`config.mk`:
```
export PLATFORM = sky130hd
export DESIGN_NAME = piso_latch_shifter
export DESIGN_NICKNAME = d
export VERILOG_FILES = /design/src/rtl/piso_pkg.sv /design/src/rtl/piso_edge_det.sv /design/src/rtl/piso_word_latch.sv /design/src/rtl/piso_ctl_decode.sv /design/src/rtl/piso_shift_chain.sv /design/src/rtl/piso_latch_shifter.sv
export SDC_FILE = /design/constraint.sdc
export NUM_CORES = 1
export LEC_CHECK = 0
export BUFFER_PORTS_ARGS = -buffer_cell sky130_fd_sc_hd__buf_2
export CAP_MARGIN = 20
export CORE_MARGIN = 2
export CORE_UTILIZATION = 50
export CTS_CLUSTER_SIZE = 25
export DETAILED_ROUTE_END_ITERATION = 12
export MAX_ROUTING_LAYER = met4
export PLACE_DENSITY = 0.78
export SETUP_SLACK_MARGIN = 0.1
export SYNTH_ARGS = -nofsm -noshare
export SYNTH_HDL_FRONTEND = slang
export SYNTH_SLANG_ARGS = --single-unit
```
`constraint.sdc`:
```
create_clock -name clk -period 3.1 [get_ports clk]
set_input_delay 0.155 -clock clk [delete_from_list [all_inputs] [get_ports clk]]
set_output_delay 0.155 -clock clk [all_outputs]
set_load 0.02 [all_outputs]
```
`src/rtl/piso_pkg.sv`:
```
`timescale 1ns/1ps
package piso_pkg;

  // Per-cycle action selected for the shift chain
  typedef enum logic [2:0] {
    SH_HOLD  = 3'd0,
    SH_STEP  = 3'd1,
    SH_LOAD  = 3'd2,
    SH_ZERO  = 3'd3,
    SH_CLASH = 3'd4   // load and clear together: zero and flag
  } sh_mode_e;

endpackage

```
`src/rtl/piso_edge_det.sv`:
```
`timescale 1ns/1ps
// Rising-edge detector for N level signals sampled in the system clock.
// The previous-level registers reset high, so a level already high at
// reset release is not taken as an edge.
module piso_edge_det #(
  parameter int N = 2
) (
  input  logic         clk,
  input  logic         srst,
  input  logic [N-1:0] lvl,
  output logic [N-1:0] rise
);

  logic [N-1:0] prev_q;

  for (genvar i = 0; i < N; i++) begin : g_bit
    always_ff @(posedge clk) begin
      if (srst) prev_q[i] <= 1'b1;
      else      prev_q[i] <= lvl[i];
    end
    assign rise[i] = lvl[i] & ~prev_q[i];
  end

endmodule

```
`src/rtl/piso_word_latch.sv`:
```
`timescale 1ns/1ps
// Holding register: stages the parallel word on a capture enable.
module piso_word_latch #(
  parameter int W = 8
) (
  input  logic         clk,
  input  logic         srst,
  input  logic         cap_en,
  input  logic [W-1:0] din,
  output logic [W-1:0] word_q
);

  always_ff @(posedge clk) begin
    if (srst)        word_q <= '0;
    else if (cap_en) word_q <= din;
  end

endmodule

```
`src/rtl/piso_ctl_decode.sv`:
```
`timescale 1ns/1ps
// Resolves the two active-low levels and the shift enable into one mode.
// Clear wins over load; clear plus load is a clash that sets a sticky flag.
module piso_ctl_decode
  import piso_pkg::*;
(
  input  logic     clk,
  input  logic     srst,
  input  logic     load_n,
  input  logic     clear_n,
  input  logic     step_en,
  output sh_mode_e mode,
  output logic     clash_q
);

  always_comb begin
    unique casez ({clear_n, load_n, step_en})
      3'b00?:  mode = SH_CLASH;
      3'b01?:  mode = SH_ZERO;
      3'b10?:  mode = SH_LOAD;
      3'b111:  mode = SH_STEP;
      default: mode = SH_HOLD;
    endcase
  end

  always_ff @(posedge clk) begin
    if (srst)                  clash_q <= 1'b0;
    else if (mode == SH_CLASH) clash_q <= 1'b1;
  end

endmodule

```
`src/rtl/piso_shift_chain.sv`:
```
`timescale 1ns/1ps
// W-stage shift chain: stage 0 takes the serial input, stage i the old
// stage i-1. Load and zero act on all stages in the same cycle.
module piso_shift_chain
  import piso_pkg::*;
#(
  parameter int W = 8
) (
  input  logic         clk,
  input  logic         srst,
  input  sh_mode_e     mode,
  input  logic         sin,
  input  logic [W-1:0] load_word,
  output logic [W-1:0] q
);

  logic [W-1:0] stepped;

  for (genvar i = 0; i < W; i++) begin : g_stage
    if (i == 0) begin : g_head
      assign stepped[i] = sin;
    end else begin : g_body
      assign stepped[i] = q[i-1];
    end
  end

  always_ff @(posedge clk) begin
    if (srst) begin
      q <= '0;
    end else begin
      unique case (mode)
        SH_CLASH, SH_ZERO: q <= '0;
        SH_LOAD:           q <= load_word;
        SH_STEP:           q <= stepped;
        default:           q <= q;
      endcase
    end
  end

endmodule

```
`src/rtl/piso_latch_shifter.sv`:
```
`timescale 1ns/1ps
// Top: holding register feeding a loadable, clearable shift chain,
// both driven by strobe edges detected in the system clock.
module piso_latch_shifter
  import piso_pkg::*;
#(
  parameter int W = 8
) (
  input  logic         clk,
  input  logic         srst,
  input  logic         cap_clk,
  input  logic [W-1:0] par_in,
  input  logic         shf_clk,
  input  logic         load_n,
  input  logic         clear_n,
  input  logic         ser_in,
  output logic         ser_out,
  output logic [W-1:0] shf_q,
  output logic         ctl_err
);

  localparam int NSTROBE = 2;
  localparam int CAP_IX  = 0;
  localparam int SHF_IX  = 1;

  logic [NSTROBE-1:0] strobe_lvl;
  logic [NSTROBE-1:0] strobe_rise;
  logic               cap_rise;
  logic               shf_rise;
  logic [W-1:0]       store_q;
  sh_mode_e           mode;

  assign strobe_lvl[CAP_IX] = cap_clk;
  assign strobe_lvl[SHF_IX] = shf_clk;
  assign cap_rise = strobe_rise[CAP_IX];
  assign shf_rise = strobe_rise[SHF_IX];

  piso_edge_det #(.N(NSTROBE)) u_edges (
    .clk  (clk),
    .srst (srst),
    .lvl  (strobe_lvl),
    .rise (strobe_rise)
  );

  piso_word_latch #(.W(W)) u_hold (
    .clk    (clk),
    .srst   (srst),
    .cap_en (cap_rise),
    .din    (par_in),
    .word_q (store_q)
  );

  piso_ctl_decode u_ctl (
    .clk     (clk),
    .srst    (srst),
    .load_n  (load_n),
    .clear_n (clear_n),
    .step_en (shf_rise),
    .mode    (mode),
    .clash_q (ctl_err)
  );

  // store_q is the pre-capture value in a capture+load cycle
  piso_shift_chain #(.W(W)) u_chain (
    .clk       (clk),
    .srst      (srst),
    .mode      (mode),
    .sin       (ser_in),
    .load_word (store_q),
    .q         (shf_q)
  );

  assign ser_out = shf_q[W-1];

endmodule

```
### Word level (Yosys, flattened, before mapping)

Cells that the tools add are included.

* equality and inequality tests: 7
* multiplexer cells: 2
* bitwise operators: 4
* reduce and logical (&&, ||, !) cells: 3

Operators by type and width (count)
* $pmux W8 S3: 1
* $pmux W3 S4: 1
* $eq A3 B2 Y1 const B: 2
* $eq A3 B3 Y1 const B: 2
* $eq A3 B1 Y1 const B: 1
* $reduce_bool A3 Y1: 1
* $and A1 B1 Y1: 2
* $eq A2 B1 Y1 const B: 1
* $eq A2 B2 Y1 const B: 1
* $logic_not A2 Y1: 1
* $not A1 Y1: 2
* $reduce_or A2 Y1: 1

* bits in registers: 19
* input port bits: 15

### Logic depth before layout (Yosys ltp)

Gate-level depths: netlist of run 1.

* word-level depth: 7
* gate-level depth with buffers: 6

### Hierarchy

From an unflattened synthesis of run 1, not the netlist that was laid out.

* cells, all modules: 105
* area, all modules: 958.4 µm²

By module, submodules not included
* piso_shift_chain: instances 1, cells an instance 64, area each 533.0 µm²
* piso_word_latch: instances 1, cells an instance 26, area each 285.3 µm²
* piso_ctl_decode: instances 1, cells an instance 8, area each 67.6 µm²
* piso_edge_det: instances 1, cells an instance 6, area each 65.1 µm²
* piso_latch_shifter: instances 1, cells an instance 1, area each 7.5 µm²

### Least setup slack after synthesis of run 1

OpenSTA, ideal clock, no wires.

* path type: input to register
* from: in clear_n
* to: reg u_chain.q[7]
* library setup time: 0.071 ns
* data arrival time: 1.116 ns
* data required time: 3.029 ns
* path slack: 1.914 ns
* stages on the path: 6
* path buffers: 0
* path through: inv_1 -> ha_1 -> nor3b_4 -> o21a_4 -> a22oi_1 -> a21oi_1

* word-level cells in the longest chain between the ends: 5
* elaborated cells between the ends (all ways): 12

RTL lines
* start, declared: RTL line piso_latch_shifter.sv:15 `input logic clear_n,`
* $eq A3 B3 Y1, or another cell as far along: RTL line piso_ctl_decode.sv:17 `unique casez ({clear_n, load_n, step_en})`
* $pmux W3 S4 (*): RTL line piso_ctl_decode.sv:17
* $eq A3 B3 Y1 / $eq A3 B2 Y1 (equally long branches): RTL line piso_shift_chain.sv:31 `unique case (mode)`
* $reduce_or A2 Y1: RTL line piso_shift_chain.sv:31
* $pmux W8 S3 / $reduce_bool A3 Y1 (equally long branches)
* end signal, assigned: RTL line piso_shift_chain.sv:33 `SH_LOAD: q <= load_word;`
* end signal, assigned: RTL line piso_shift_chain.sv:34 `SH_STEP: q <= stepped;`
* end signal, assigned: RTL line piso_shift_chain.sv:35 `default: q <= q;`
* end, declared: RTL line piso_shift_chain.sv:14 `output logic [W-1:0] q`

Every way passes the cells marked *; elsewhere a longest branch is shown, timed or not.
A chain may end at the register's enable or synchronous reset.

### Final worst setup path of run 1

* from: reg u_edges.prev_q[0]
* to: reg u_hold.word_q[2]

* word-level cells in the longest chain between the ends: 2

RTL lines
* start, declared: RTL line piso_edge_det.sv:14 `logic [N-1:0] prev_q;`
* start signal, assigned by index: RTL line piso_edge_det.sv:19 `else prev_q[i] <= lvl[i];`
* $not A1 Y1: RTL line piso_edge_det.sv:21 `assign rise[i] = lvl[i] & ~prev_q[i];`
* $and A1 B1 Y1: RTL line piso_edge_det.sv:21
* end signal, assigned: RTL line piso_word_latch.sv:15 `else if (cap_en) word_q <= din;`
* end, declared: RTL line piso_word_latch.sv:10 `output logic [W-1:0] word_q`

No other way between the ends.

==> results.sh, run 1 <==
export IMPL_status="complete, no violations"
export IMPL_post_cts_buffers=0
export IMPL_die_w_um=43.8
export IMPL_ir_drop_uv=300
export IMPL_critPathBufInv=0
export IMPL_fin_worst_skew_ns=0.00316
export IMPL_syn_inst=79
export IMPL_reg2reg_depth=3
export IMPL_fin_ws_ns=1.67
export IMPL_antenna_cells=0
export IMPL_crit_arrival_ns=1.61
export IMPL_holdBufCountCts=0
export IMPL_dp_cells=114
export IMPL_period_minus_slack_ns=1.43
export IMPL_r2r_end="u_hold.word_q[2]"
export IMPL_post_cts_resized=0
export IMPL_stdcell_count=118
export IMPL_cp_end_kind="flop"
export IMPL_antenna_found_initial=0
export IMPL_die_area_mm2=0.00192
export IMPL_synth_seq_cells=19
export IMPL_worstPathRequired_ns=3.27
export IMPL_first_iter_violations=18
export IMPL_wl_per_cell_um=12.8
export IMPL_p_switching_mw=0.102
export IMPL_start_util_pct=53.3
export IMPL_setup_violations=0
export IMPL_wl_mm=1.52
export IMPL_port_buffers=24
export IMPL_finalHoldViolCount=0
export IMPL_pre_cts_ws_ns=1.66
export IMPL_grt_overflow_total=0
export IMPL_slew_headroom_pct=40.6
export IMPL_worst_path_largest_cell_delay_ns=0.68
export IMPL_min_period_over_period_pct=46.2
export IMPL_p_leak_nw=0.391
export IMPL_grt_start_max_net_pins=20
export IMPL_ys_warn_count=0
export IMPL_htreeDepth=1
export IMPL_power_frac_clock_pct=27.8
export IMPL_fmax_mhz=699
export IMPL_r2r_start="u_edges.prev_q[0]"
export IMPL_rsz0062_at_grt="no"
export IMPL_cts_sinks=19
export IMPL_dr_pass1_iters=4
export IMPL_mappedNetlistArea_um2=793
export IMPL_grt_pass1_vias=560
export IMPL_syn_mean_instance_area_um2=10.0
export IMPL_path_depth=3
export IMPL_vias_per_cell=5.30
export IMPL_synth_nets=97
export IMPL_powerDensity_mw_per_mm2=455
export IMPL_grt_pass1_wl_mm=2.49
export IMPL_num_io_pins=25
export IMPL_cp_endpoint="u_hold.word_q[2]"
export IMPL_critPathTopFamily="simple AND/OR/NAND/NOR gates"
export IMPL_p_int_mw=0.321
export IMPL_synthDistinctLibCells=18
export IMPL_cts_buffer_depth=2
export IMPL_vias=625
export IMPL_gp_congestion=0.761
export IMPL_fin_setup_tns_ns=0
export IMPL_stdcell_area_um2=928
export IMPL_combPwrFrac_pct=11.9
export IMPL_crit_path_cell_trace="nor2b_1, mux2i_1, nor2_1"
export IMPL_drive_gt1_share_pct=33.3
export IMPL_seq_power_share_pct=60.3
export IMPL_synth_seq_area_share_pct=47.9
export IMPL_cts_tree="yes"
export IMPL_worstPathMaxFanout=8
export IMPL_core_mm2=0.00149
export IMPL_rows=14
export IMPL_holdCritPathClass="in -> reg"
export IMPL_report_final_slew_viol_count=0
export IMPL_die_h_um=43.8
export IMPL_fillers=131
export IMPL_clock_root_buffer="clkbuf_4"
export IMPL_drc=0
export IMPL_tightestPinTransition_ns=0.889
export IMPL_slowest_stage="nor2b_1"
export IMPL_grt_usage_pct=17.3
export IMPL_critPathKind="reg -> reg"
export IMPL_swShare_pct=24.2
export IMPL_area_delta_synth_final_pct=17.0
export IMPL_ant_nets=0
export IMPL_nets=121
export IMPL_drv_cap=0
export IMPL_start_kind="flop"
export IMPL_cts_buffers=3
export IMPL_post_dp_cell_area_um2=901
export IMPL_startpoint="u_edges.prev_q[0]"
export IMPL_clk_pin_slew_ns=0.10
export IMPL_r2r_setup_slack_ns=1.67
export IMPL_clkLatencyLatePin_ns=0.28
## cells in the mapped netlist, drive strengths merged
cell type,n,area (um^2)
a21oi,8,40.0
a22oi,8,60.1
buf,5,32.5
dfxtp,19,380
ha,3,37.5
inv,2,7.51
mux2i,8,80.1
nand3,8,40.0
nor2,10,37.5
nor2b,2,12.5
nor3,1,10.0
nor3b,1,18.8
o21a,1,15.0
o21ai,1,8.76
or2,2,12.5
## registers in the layout (all words and copies together), names as in the netlist
signal          count
u_ctl.clash_q       1
u_hold.word_q       8
u_chain.q           8
u_edges.prev_q      2
## worst min-delay path by stage
stage	from	endpoint	slack (ns)	depth (start not counted)
2_1_floorplan	cap_clk	u_edges.prev_q[0]	0.26	1
3_3_place_gp	shf_clk	u_edges.prev_q[1]	0.35	2
3_5_place_dp	shf_clk	u_edges.prev_q[1]	0.36	2
4_1_cts	shf_clk	u_edges.prev_q[1]	0.06	2
5_1_grt	cap_clk	u_edges.prev_q[0]	0.05	2
6_report	shf_clk	u_edges.prev_q[1]	0.06	2
## power groups by stage
stage                     Clock [mW]  Combinational [mW]  Sequential, mW
after global placement             0              0.0491           0.260
after floorplan                    0              0.0323           0.263
after detailed placement           0              0.0504           0.260
final                          0.118              0.0502           0.255
after CTS                      0.123              0.0507           0.255
after global routing           0.134              0.0555           0.256
## cell type report
| class | instances | area, um^2 | area share [%] |
|---|---|---|---|
| sequential | 19 | 380 | 41.0 |
| multi-input combinational | 53 | 373 | 40.2 |
| timing repair buffer | 24 | 120 | 12.9 |
| clock buffer | 3 | 22.5 | 2.43 |
| tap | 16 | 20.0 | 2.16 |
| inverter | 2 | 7.51 | 0.809 |
| clock inverter | 1 | 5.00 | 0.539 |
## per-layer routing
layer | GRT usage [%] | part of all wire, % | routed length (um)
met1 | 23.5 | 45 | 689
met2 | 26.8 | 48 | 733
met5 | - | 0 | 0
met3 | 4.58 | 5.7 | 86
met4 | 1.82 | 0.40 | 6
## logic make-up after synthesis
group,synth area share [%]
AND/OR/NAND/NOR,16.6
flip-flops,47.9
AO/OA/AOI/OAI,15.6
multiplexers,10.1
buffers and inverters,5.05
adder cells (fa/ha/maj),4.73
## per-stage QoR
step / utilization, % / total power [mW] / hold slack, ns
3_5_place_dp: 60.5 / 0.311 / 0.357
3_3_place_gp: 60.5 / 0.309 / 0.353
2_1_floorplan: - / 0.295 / 0.262
5_1_grt: 62.4 / 0.445 / 0.0511
4_1_cts: 62.4 / 0.428 / 0.0595
6_report: 62.4 / 0.423 / 0.0639
## worst register-to-register path, stage by stage, from the launching register on
cell and delay (ns):
dfxtp_1 0.31, nor2b_1 0.68, mux2i_1 0.28, nor2_1 0.05
## cells in the final DEF (no fill, tap or decap)
master / instances
inv_1: 2
o21a_4: 1
clkinv_2: 1
a22oi_1: 8
nor2b_1: 2
dfxtp_1: 19
nor3_2: 1
nand3_1: 8
ha_1: 3
clkbuf_4: 3
buf_2: 24
mux2i_1: 8
a21oi_1: 8
nor2_1: 10
nor3b_4: 1
or2_2: 2
o21ai_2: 1
Power figures use the tool's default switching activity.
==> run 2, diff against run 1 <==
Settings changed: ABC_AREA from default to 1, CORE_UTILIZATION 50 to 44, PLACE_DENSITY 0.78 to 0.72.
Clock period 3.1 ns to 1.2 ns, I/O delays scaled along.
==> results.sh, run 2 <==
export IMPL_status="complete, no violations"
export IMPL_crit_arrival_ns=1.25
export IMPL_fillers=192
export IMPL_synth_edf_count=0
export IMPL_reg2reg_depth=6
export IMPL_r2r_end="u_chain.q[6]"
export IMPL_wl_per_cell_um=10.1
export IMPL_grt_usage_pct=17.6
export IMPL_min_from="srst"
export IMPL_num_io_pins=25
export IMPL_fmax_mhz=980
export IMPL_cts_tree="yes"
export IMPL_r2r_setup_slack_ns=0.26
export IMPL_die_area_mm2=0.00238
export IMPL_crit_path_frequent_cell="nand2_8"
export IMPL_hold_path_depth=2
export IMPL_htreeDepth=1
export IMPL_fin_worst_skew_ns=0.0110
export IMPL_synth_nets=133
export IMPL_core_mm2=0.00192
export IMPL_antenna_found_initial=0
export IMPL_rows=16
export IMPL_syn_inst=115
export IMPL_syn_mean_instance_area_um2=7.68
export IMPL_cp_end_kind="flop"
export IMPL_synth_top_cell_area_share_pct=43.1
export IMPL_yosysTopAreaCell="dfxtp_1"
export IMPL_clk_pin_slew_ns=0.10
export IMPL_start_kind="input port"
export IMPL_total_power_mw=1.19
export IMPL_synth_seq_cells=19
export IMPL_ant_nets=0
export IMPL_dr_pass1_iters=7
export IMPL_report_final_slew_viol_count=0
export IMPL_fin_ws_ns=0.180
export IMPL_wl_mm=1.81
export IMPL_holdCritPathClass="in -> reg"
export IMPL_synth_flop_cell="dfxtp_1"
export IMPL_r2r_start="u_edges.prev_q[1]"
export IMPL_p_leak_nw=0.566
export IMPL_setup_violations=0
export IMPL_powerDensity_mw_per_mm2=1010
export IMPL_grt_overflow_total=0
export IMPL_post_cts_buffers=0
export IMPL_period_minus_slack_ns=1.02
export IMPL_crit_path_cell_trace="dlygate4sd3_1, buf_2, nand2_2, nand2_8, nand2_8, nand3_1, a21oi_2"
export IMPL_mostFrequentLayoutCells="buf_2 (24), dfxtp_1 (19), nor2_1 (18), nand2_1 (17), nand3_1 (16)"
export IMPL_grt_pass1_vias=780
export IMPL_antenna_cells=0
export IMPL_synthArstFlopShare_pct=0
export IMPL_stdcell_area_mm2=0.00118
export IMPL_final_core_util_pct=61.4
export IMPL_critPathTopFamily="buffers and inverters"
export IMPL_cts_buffer_depth=2
export IMPL_synthDistinctLibCells=18
export IMPL_nets=171
export IMPL_cts_sinks=19
export IMPL_synth_seq_area_share_pct=43.1
export IMPL_min_period_over_period_pct=85.0
export IMPL_grt_start_max_net_pins=13
export IMPL_yosys_top_cells_count="dfxtp_1 (19), nand2_1 (18), nor2_1 (18)"
export IMPL_post_synth_top_count_cell="dfxtp_1"
export IMPL_cts_buffers=3
export IMPL_fin_setup_tns_ns=0
export IMPL_critPathBufInv=2
export IMPL_finalHoldViolCount=0
export IMPL_synth_area_leaders="dfxtp_1 (43%), nand3_1 (9.1%), nand2_1 (7.6%)"
export IMPL_worst_path_largest_cell_delay_ns=0.53
export IMPL_rsz0062_at_grt="no"
export IMPL_slew_headroom_pct=78.7
export IMPL_vias_per_cell=4.66
export IMPL_top_regs="u_chain.q x8, u_hold.word_q x8, u_edges.prev_q x2"
export IMPL_post_dp_cell_area_mm2=0.00103
export IMPL_worstPathRequired_ns=1.43
export IMPL_start_util_pct=46.0
export IMPL_vias=834
export IMPL_port_buffers=24
export IMPL_drv_cap=0
export IMPL_pre_cts_ws_ns=-0.0442
export IMPL_area_delta_synth_final_pct=33.6
export IMPL_final_common_cell="buf_2"
export IMPL_min_to="u_chain.q[6]"
export IMPL_dp_hpwl_mm=1.27
export IMPL_mappedNetlistArea_um2=883
export IMPL_drc=0
export IMPL_first_iter_violations=7
export IMPL_ir_drop_uv=938
export IMPL_die_w_um=48.8
export IMPL_drive_gt1_share_pct=27.0
export IMPL_critPathKind="in -> reg"
export IMPL_gp_congestion=0.735
export IMPL_slowest_stage="dlygate4sd3_1"
export IMPL_grt_pass1_wl_mm=3.19
export IMPL_tightestPinTransition_ns=0.319
export IMPL_die_h_um=48.8
export IMPL_worstPathMaxFanout=9
export IMPL_ys_warn_count=0
export IMPL_clkLatencyLatePin_ns=0.30
export IMPL_clock_root_buffer="clkbuf_4"
run 2: cell types whose count changed after synthesis, moves of 2 or more:
cell / before / now
nand2_4: 0 / 2
inv_1: 2 / 14
mux2i_1: 8 / 0
buf_2: 2 / 0
nand3_1: 8 / 16
nor2_1: 10 / 18
nor2b_1: 2 / 0
nand2_1: 0 / 18
a22oi_1: 8 / 0
o21ai_0: 0 / 8
run 2: worst max path at each step:
stage / to / slack (ns) / cells past startpoint / from
2_1_floorplan: u_chain.q[7] / 0.24 / 6 / load_n
3_5_place_dp: u_chain.q[3] / -0.04 / 6 / load_n
5_1_grt: u_chain.q[6] / 0.12 / 7 / shf_clk
6_report: u_chain.q[6] / 0.18 / 7 / shf_clk
3_3_place_gp: u_chain.q[3] / 0.03 / 7 / load_n
4_1_cts: u_chain.q[3] / 0.11 / 7 / shf_clk
run 2: area by class of cell:
cell class / instances / area, um^2 / area share [%]
multi-input combinational: 78 / 444 / 37.6
sequential: 19 / 380 / 32.2
timing repair buffer: 36 / 235 / 19.9
inverter: 15 / 56.3 / 4.77
tap: 27 / 33.8 / 2.86
clock buffer: 3 / 22.5 / 1.91
clock inverter: 1 / 7.51 / 0.636
run 2: routing by layer:
metal | vias up | share of wire (%) | routed length, um | global-route usage, %
met5 | - | 0 | 0 | -
met4 | 0 | 0.66 | 12 | 2.86
met3 | 2 | 4.9 | 89 | 5.52
met2 | 22 | 49 | 895 | 30.1
met1 | 373 | 45 | 812 | 20.7
li1 | 437 | - | - | -
run 2: stage by stage:
stage | hold slack (ns) | std cells
finish | 0.0645 | 179
global placement | 0.257 | 165
CTS | 0.0476 | 179
floorplan | 0.167 | 115
global route | 0.0693 | 179
detailed placement | 0.259 | 165
run 2: timing repair:
item	4_1_cts	5_1_grt
endpoints found under the hold margin	10	0
hold buffers	10	0
setup endpoints to repair	0	16
resized for setup	0	5
run 2: power by group:
group,switching [mW],total [mW],internal (mW)
Clock,0.197,0.324,0.127
Combinational,0.112,0.199,0.0869
Sequential,0.0137,0.669,0.656
run 2: logic make-up (layout without fill, tap and decap cells):
family	Yosys count	after routing	synth area share (%)
and+or+nand+nor	59	59	34.7
DFF	19	19	43.1
buffers and inverters	18	55	8.92
AOI/OAI and AO/OA	16	16	9.07
adders and majority gates	3	3	4.25
